==> config.mk <==
export PLATFORM = sky130hd
export DESIGN_NAME = rx_accept_filter
export DESIGN_NICKNAME = d
export VERILOG_FILES = /design/src/rtl/rxf_pkg.sv /design/src/rtl/rxf_mask_bank.sv /design/src/rtl/rxf_match_cell.sv /design/src/rtl/rxf_first_pick.sv /design/src/rtl/rx_accept_filter.sv
export SDC_FILE = /design/constraint.sdc
export NUM_CORES = 2
export LEC_CHECK = 0
export BUFFER_PORTS_ARGS = -buffer_cell sky130_fd_sc_hd__buf_2
export CORE_AREA = 4 4 486 488
export DETAILED_ROUTE_END_ITERATION = 8
export DIE_AREA = 0 0 490 492
export PLACE_DENSITY = 0.3
export SYNTH_ARGS = -nofsm -noshare
export SYNTH_HDL_FRONTEND = slang
export SYNTH_SLANG_ARGS = --single-unit
==> constraint.sdc <==
create_clock -name clk -period 5.1 [get_ports clk]
set_input_delay 0.765 -clock clk [delete_from_list [all_inputs] [get_ports clk]]
set_output_delay 0.765 -clock clk [all_outputs]
set_load 0.005 [all_outputs]
==> src/rtl/rxf_pkg.sv <==
package rxf_pkg;
    localparam int ID_W  = 29;
    localparam int STD_W = 11;

    typedef struct packed {
        logic [ID_W-1:0] id;   // 1 = identifier bit is don't-care
        logic            fmt;  // 1 = frame format not checked
    } acc_mask_t;
endpackage

==> src/rtl/rxf_mask_bank.sv <==
module rxf_mask_bank
    import rxf_pkg::*;
(
    input  logic      clk,
    input  logic      rst_n,
    input  logic      g_we,
    input  logic      l_we,
    input  acc_mask_t wr_mask,
    output acc_mask_t g_mask,
    output acc_mask_t l_mask
);
    typedef struct packed {
        acc_mask_t g;
        acc_mask_t l;
    } bank_t;

    bank_t bank_d, bank_q;

    always_comb begin
        bank_d = bank_q;
        if (g_we) bank_d.g = wr_mask;
        if (l_we) bank_d.l = wr_mask;
    end

    always_ff @(posedge clk or negedge rst_n) begin
        if (!rst_n) bank_q <= '0;
        else        bank_q <= bank_d;
    end

    assign g_mask = bank_q.g;
    assign l_mask = bank_q.l;

    assert_gmask_hold_R13: assert property (@(posedge clk) disable iff (!rst_n)
        !g_we |=> $stable(g_mask));
    assert_lmask_hold_R13: assert property (@(posedge clk) disable iff (!rst_n)
        !l_we |=> $stable(l_mask));
endmodule

==> src/rtl/rxf_match_cell.sv <==
module rxf_match_cell
    import rxf_pkg::*;
#(
    parameter bit FALLBACK = 1'b0
)(
    input  logic [ID_W-1:0] frame_id,
    input  logic            frame_ext,
    input  logic            frame_rtr,
    input  logic [ID_W-1:0] cell_id,
    input  logic            cell_ext,
    input  logic            cell_rx,
    input  logic            cell_en,
    input  logic            cell_use_mask,
    input  acc_mask_t       mask,
    output logic            hit
);
    localparam int EXT_ONLY = ID_W - STD_W;

    logic            apply_mask;
    logic            dir_ok;
    logic [ID_W-1:0] care;
    logic [ID_W-1:0] diff;
    logic            fmt_ok;

    // Mailbox variant chosen at elaboration time
    generate
        if (FALLBACK) begin : g_fallback
            assign apply_mask = 1'b1;
            assign dir_ok     = 1'b1;
        end else begin : g_main
            assign apply_mask = cell_use_mask;
            assign dir_ok     = frame_rtr | cell_rx;
        end
    endgenerate

    always_comb begin
        care = {{STD_W{1'b1}}, {EXT_ONLY{cell_ext}}};
        if (apply_mask) care = care & ~mask.id;
        diff   = (frame_id ^ cell_id) & care;
        fmt_ok = (apply_mask & mask.fmt) | (frame_ext == cell_ext);
        hit    = cell_en & dir_ok & fmt_ok & (diff == '0);
    end
endmodule

==> src/rtl/rxf_first_pick.sv <==
module rxf_first_pick #(
    parameter int NUM_MB = 32,
    localparam int IDX_W = $clog2(NUM_MB)
)(
    input  logic [NUM_MB-1:0] match,
    output logic              any,
    output logic [IDX_W-1:0]  idx
);
    always_comb begin
        any = 1'b0;
        idx = '0;
        // descending scan so the lowest matching index is left standing
        for (int i = NUM_MB - 2; i >= 0; i--) begin
            if (match[i]) begin
                any = 1'b1;
                idx = IDX_W'(i);
            end
        end
        if (!any && match[NUM_MB-1]) begin
            any = 1'b1;
            idx = IDX_W'(NUM_MB - 1);
        end
    end
endmodule

==> src/rtl/rx_accept_filter.sv <==
module rx_accept_filter
    import rxf_pkg::*;
#(
    parameter int NUM_MB = 32,
    localparam int IDX_W = $clog2(NUM_MB)
)(
    input  logic                   clk,
    input  logic                   rst_n,
    input  logic                   frame_valid,
    input  logic [ID_W-1:0]        frame_id,
    input  logic                   frame_ext,
    input  logic                   frame_rtr,
    input  logic [NUM_MB*ID_W-1:0] mb_id,
    input  logic [NUM_MB-1:0]      mb_ext,
    input  logic [NUM_MB-1:0]      mb_rx,
    input  logic [NUM_MB-1:0]      mb_en,
    input  logic [NUM_MB-1:0]      mb_use_mask,
    input  logic                   gmask_we,
    input  logic                   lmask_we,
    input  logic [ID_W-1:0]        mask_wr_id,
    input  logic                   mask_wr_fmt,
    input  logic [NUM_MB-1:0]      pend_clr,
    input  logic [NUM_MB-1:0]      lost_clr,
    output logic                   hit_valid,
    output logic [IDX_W-1:0]       hit_idx,
    output logic [NUM_MB-1:0]      rx_pend,
    output logic [NUM_MB-1:0]      rx_lost
);
    typedef struct packed {
        logic              hit;
        logic [IDX_W-1:0]  idx;
        logic [NUM_MB-1:0] pend;
        logic [NUM_MB-1:0] lost;
    } flt_state_t;

    flt_state_t st_d, st_q;

    acc_mask_t         g_mask, l_mask, wr_mask;
    logic [NUM_MB-1:0] match;
    logic              win_any;
    logic [IDX_W-1:0]  win_idx;

    assign wr_mask = '{id: mask_wr_id, fmt: mask_wr_fmt};

    rxf_mask_bank u_masks (
        .clk     (clk),
        .rst_n   (rst_n),
        .g_we    (gmask_we),
        .l_we    (lmask_we),
        .wr_mask (wr_mask),
        .g_mask  (g_mask),
        .l_mask  (l_mask)
    );

    genvar gi;
    generate
        for (gi = 0; gi < NUM_MB; gi++) begin : g_cell
            localparam bit IS_LAST = (gi == NUM_MB - 1);
            rxf_match_cell #(.FALLBACK(IS_LAST)) u_cell (
                .frame_id      (frame_id),
                .frame_ext     (frame_ext),
                .frame_rtr     (frame_rtr),
                .cell_id       (mb_id[gi*ID_W +: ID_W]),
                .cell_ext      (mb_ext[gi]),
                .cell_rx       (mb_rx[gi]),
                .cell_en       (mb_en[gi]),
                .cell_use_mask (mb_use_mask[gi]),
                .mask          (IS_LAST ? l_mask : g_mask),
                .hit           (match[gi])
            );
        end
    endgenerate

    rxf_first_pick #(.NUM_MB(NUM_MB)) u_pick (
        .match (match),
        .any   (win_any),
        .idx   (win_idx)
    );

    always_comb begin
        st_d      = st_q;
        st_d.hit  = 1'b0;
        st_d.pend = st_q.pend & ~pend_clr;
        st_d.lost = st_q.lost & ~lost_clr;
        if (frame_valid && win_any) begin
            st_d.hit           = 1'b1;
            st_d.idx           = win_idx;
            st_d.pend[win_idx] = 1'b1;
            // a clear in the same cycle counts as served first
            if (st_q.pend[win_idx] && !pend_clr[win_idx])
                st_d.lost[win_idx] = 1'b1;
        end
    end

    always_ff @(posedge clk or negedge rst_n) begin
        if (!rst_n) st_q <= '0;
        else        st_q <= st_d;
    end

    assign hit_valid = st_q.hit;
    assign hit_idx   = st_q.idx;
    assign rx_pend   = st_q.pend;
    assign rx_lost   = st_q.lost;

    assert_hit_after_frame_R9: assert property (@(posedge clk) disable iff (!rst_n)
        hit_valid |-> $past(frame_valid));
    assert_hit_pending_R10: assert property (@(posedge clk) disable iff (!rst_n)
        hit_valid |-> rx_pend[hit_idx]);
    assert_hit_enabled_R7: assert property (@(posedge clk) disable iff (!rst_n)
        hit_valid |-> (($past(mb_en) & (NUM_MB'(1) << hit_idx)) != '0));
    assert_data_dir_R8: assert property (@(posedge clk) disable iff (!rst_n)
        (hit_valid && !$past(frame_rtr) && hit_idx != IDX_W'(NUM_MB - 1))
        |-> (($past(mb_rx) & (NUM_MB'(1) << hit_idx)) != '0));

    generate
        for (gi = 0; gi < NUM_MB; gi++) begin : g_flag_chk
            assert_pend_rise_R10: assert property (@(posedge clk) disable iff (!rst_n)
                $rose(rx_pend[gi]) |-> (hit_valid && hit_idx == IDX_W'(gi)));
            assert_lost_rise_R11: assert property (@(posedge clk) disable iff (!rst_n)
                $rose(rx_lost[gi]) |-> $past(rx_pend[gi]));
        end
    endgenerate
endmodule

# Word level (Yosys, flattened, before mapping)
# Index checks and enable logic that the tools add are counted.
# word_totals
out_inout_bits	70
reg_bits	130
# op_classes
magnitude_cmp	2
reduce_logical	38
n_eq_ne	32
muxes	103
n_bitwise	293
# ops
op	n
29-bit bitwise AND	64
29-bit zero test	32
29-bit XOR	32
29-bit two-way mux	31
5-bit two-way mux	32
1-bit bitwise AND	126
70-bit two-way mux	1
32-bit bitwise AND	2
32-bit NOT	2
32-bit OR	2
1-bit OR	63
29-bit NOT	2
1-bit two-way mux	35
1-bit equality test	32
32-bit two-way mux	1
1-bit binary-select mux with 5-bit select	2
5-bit by 6-bit < comparator with 1-bit output (second input constant)	1
1-bit demux with 5-bit select	1
5-bit by 1-bit greater-or-equal comparator with 1-bit output (second input constant)	1
1-bit logical AND	4
1-bit zero test	2

# Depth between registers and ports, before layout
# depth
word_depth	47
mapped_depth	22

# Modules after synthesis
# Synthesis repeated with hierarchy kept, for this count alone.
# unflattened
cells_unflattened	2836
hier_area_um2	22824.4
# modules_own_cells
mod	instances	cells_each	area_each_um2
rxf_match_cell (g_cell[0].u_cell ...)	31	73	518.0
rx_accept_filter	1	322	3455.8
rxf_mask_bank	1	126	2469.9
rxf_match_cell (g_cell[31].u_cell)	1	56	442.9
rxf_first_pick	1	69	397.9

# Worst setup path before layout
# OpenSTA, ideal clock, no wires.
# synth_timing
kind	input to register
start	in frame_id[1]
end	reg st_q (netlist bit rx_lost[25])
n_path_buf	4
path_slack_ns	0.367
arrival_ns	4.637
stages	19
path_cell_list	clkbuf_1 > buf_2 > buf_2 > xor2_1 > a22oi_1 > nand3_1 > o41ai_2 > nand4_1 > o2111ai_1 > a31oi_1 > o41ai_4 > nor2_2 > a22o_1 > a221o_1 > o21ai_0 > o32a_1 > nand4_2 > buf_6 > o32ai_2
# synth_rtl
item	line_no	rtl
from (decl)	rx_accept_filter.sv:10	input logic [ID_W-1:0] frame_id,
to (signal assigned)	rx_accept_filter.sv:97	else st_q <= st_d;
to (decl)	rx_accept_filter.sv:36	flt_state_t st_d, st_q;

==> metrics.md <==
| Metric | Value |
|---|---|
| Outcome | complete, no violations |
| CTS Buffer Depth | 2 |
| Area Growth Syn to Fin | 73.9% |
| Post-synth EDFFs | 0 |
| Yosys top cell by area | xnor2_1 |
| Crit Path Class | input pin to flop |
| Die Width | just under 500 um |
| RR Startpoint | u_masks.g_mask[5] |
| Syn_area_per_cell | around 7.2 um^2 |
| CTS tree | built |
| Hold Slack | 268 ps |
| Final Hold Fails | 0 |
| Pre-CTS setup slack | -1690 ps |
| Ys async rst share | 1.00 |
| Seq/Total Area, Yosys | 0.137 |
| CP arrival | roughly 5500 ps |
| Most frequent cells in the layout | buf_2, a21oi_1, xnor2_1 |
| Max IR drop VDD | 0.277 mV |
| Clk_skew | 20.8 ps |
| Die area | 241,000 um^2 |
| CTS buffer count | 17 |
| Worst Setup SP | frame_id[11] |
| Critical-path cell list | buf_2 -> buf_12 -> buf_8 -> xnor2_2 -> a21oi_1 -> or4_4 -> o41ai_4 -> buf_6 -> nand4_1 -> buf_12 -> nand3_1 -> a21oi_1 -> o221a_2 -> buf_4 -> and2_4 -> buf_4 -> and3_4 -> a2111oi_4 -> o22ai_2 -> o21ai_2 -> nand4_4 -> buf_8 -> buf_16 -> o32ai_2 |
| Critical-path top delay cell | or4_4 |
| Drt total wl | 285,000 um |
| Min cycle time layout | 5090 ps |
| Initial antenna violation count | 182 |
| Worst-path fanout max | 9 |
| H-tree level count | 4 |
| FP Rows | 177 |
| Cell area after synthesis | approximately 24,000 um^2 |
| Post-DP HPWL | 247,000 um |
| Critical path's top delay family | compound AO/OA/AOI/OAI gates |
| Clock Latency Late Sink | just over 500 ps |
| Main flop type after synthesis | dfrtp_1 |
| Ys Warns | 0 |
| Leakage | approximately 18 nW |
| Power per cell area | 167 nW/um^2 |
| Max Freq | between 0.15 and 0.2 GHz |
| Share of layout cells above drive strength 1 | 0.448 |
| Die Span Y | slightly below 500 um |
| Syn Nets | approximately 4,500 |
| Drt pass-1 iters | 5 |
| Top cell type's share of synthesized area | 0.212 |
| Initial DRC Count | roughly 2,500 |
| Vias in the first global route | around 34,000 |
| Routability cong. | 0.892 |
| Core Area | approximately 230,000 um^2 |
| Dominant cells by area after synthesis | xnor2_1, xor2_1, dfrtp_1 |
| CP endpoint kind | flop |
| Setup_tns | 0 ps |
| Commonest non-fill, non-tap cell in the layout | buf_2 |
| Buf/Inv on CP | 9 |
| Largest net degree at the start of global routing | 68 |
| Fin worst setup slack | 9.59 ps |
| Post-synthesis cell count | 3,295 |
| Total GRT Usage | 0.225 |
| Via count | ~33,000 |
| Multi-input gate area | 19,800 um^2 |
| Final Cycle Share | 0.998 |
| Input/output buffers | about 1,300 |
| Fin nets | between 6,000 and 7,000 |
| First-pass GRT wire length | roughly 360,000 um |
| Clk slew on worst S/H paths | approximately 80 ps |
| Unrepaired setup endpoints after global routing | true |
| Initial Util | 0.103 |
| Required time worst endpoint | 5510 ps |
| Slew Limit Fails | 0 |
| CP max stage delay | 620 ps |
| Clk sinks | 130 |
| Post-layout util | 0.178 |
| Synth cell types | 75 |
| Filler cell count | 26,700 |
| Worst min path class | input pin to async pin |
| DRC violations left | 0 |
| FF+latch count, synth | 130 |
| Io pins | approximately 1,300 |
| Post-route ant nets | 0 |
| Vias per std cell | 4.13 |
| Slew Limit Headroom | 0.525 |
| Flip-flop and latch area | 3300 um^2 |
| Grt total ovfl | 0 |
| Max cap viols | 0 |
| Worst-Margin Slew | 712 ps |
| Routed len/inst | 35.5 um |
| CTS Root Cell | clkbuf_16 |
| Final setup vio count | 0 |
| CP startpoint kind | input pin |
-- stage by stage --
step	total power [mW]	instances	cell area, um^2
floorplan	2.86	3295	23800
global placement	5.45	7895	38900
detailed placement	5.43	7895	38900
CTS	7.01	7949	40200
global route	7.28	8002	41300
finish	6.93	8042	41400
-- metal layers --
metal / vias up / GRT usage / wire length (um) / part of all wire
li1: 14900 / - / - / -
met1: 16300 / 0.273 / 118000 / 0.41
met2: 1581 / 0.406 / 144000 / 0.50
met3: 362 / 0.0411 / 15700 / 0.055
met4: 106 / 0.0561 / 7230 / 0.025
met5: - / 0 / 660 / 0.0023
-- area by class of cell --
class / count / area share
sequential: 130 / 0.0797
multi-input combinational: 2767 / 0.479
clock inverter: 15 / 0.00390
inverter: 70 / 0.00635
clock buffer: 17 / 0.0103
antenna: 67 / 0.00405
timing repair buffer: 1933 / 0.324
tap: 3043 / 0.0920
-- synthesized netlist by cell type, drive strengths merged (9+ instances only) --
master  count
xnor2     576
a21oi     567
nand2     444
xor2      384
clkbuf    166
a22oi     162
buf       162
dfrtp     130
inv        70
or4        70
o21ai      68
mux2       61
nand4      52
o22ai      52
nor4       48
nand3      33
nor3       29
nor2       27
a22o       26
o41ai      24
and4       12
o31ai      10
o32ai      10
and3        9
-- cell families (layout without fill, tap and decap cells) --
logic type	Yosys count	in the layout	synth area share
AOI/OAI and AO/OA	982	982	0.250
xor gates and xnor gates	960	960	0.353
other	0	67	0
buffers and inverters	398	2035	0.0748
muxes	64	64	0.0301
and+or+nand+nor	761	761	0.155
DFF	130	130	0.137
-- flip-flops by register name (all words and copies together) (netlist names) --
signal,flops
hit_idx,5
hit_valid,1
rx_lost,32
rx_pend,32
u_masks.g_mask,30
u_masks.l_mask,30
-- worst paths after layout --
kind | cells past startpoint | end | slack [ps]
max | 24 | rx_lost[27] | 10
min | 1 | rx_lost[23] | 270
max reg2reg | 21 | rx_lost[27] | 90
min reg2reg | 2 | hit_idx[2] | 500
max in group asynchronous | 2 | u_masks.g_mask[9] | 3680
min in group clk | 2 | rx_lost[23] | 430
-- repair_timing --
action	CTS	global route
endpoints found under the setup margin	61	33
hold buffers	0	0
resized for setup	105	134
gates cloned	2	4
pin swaps	24	47
buffers inserted	20	24
-- power by group --
| part | internal, mW | switching (mW) |
|---|---|---|
| clock network | 0.695 | 0.694 |
| registers | 1.10 | 0.0841 |
| logic | 1.81 | 2.55 |
| total | 3.60 | 3.32 |
-- worst register-to-register path: stages (launching register included) --
cell	delay (ps)
dfrtp_2	490
buf_6	260
a21oi_1	110
or4_4	600
o41ai_4	400
buf_6	190
nand4_1	370
buf_12	290
nand3_1	60
a21oi_1	40
o221a_2	250
buf_4	150
and2_4	170
buf_4	130
and3_4	170
a2111oi_4	280
o22ai_2	140
o21ai_2	200
nand4_4	120
buf_8	170
buf_16	150
o32ai_2	180
No activity file was read; power rests on OpenSTA's default activity.
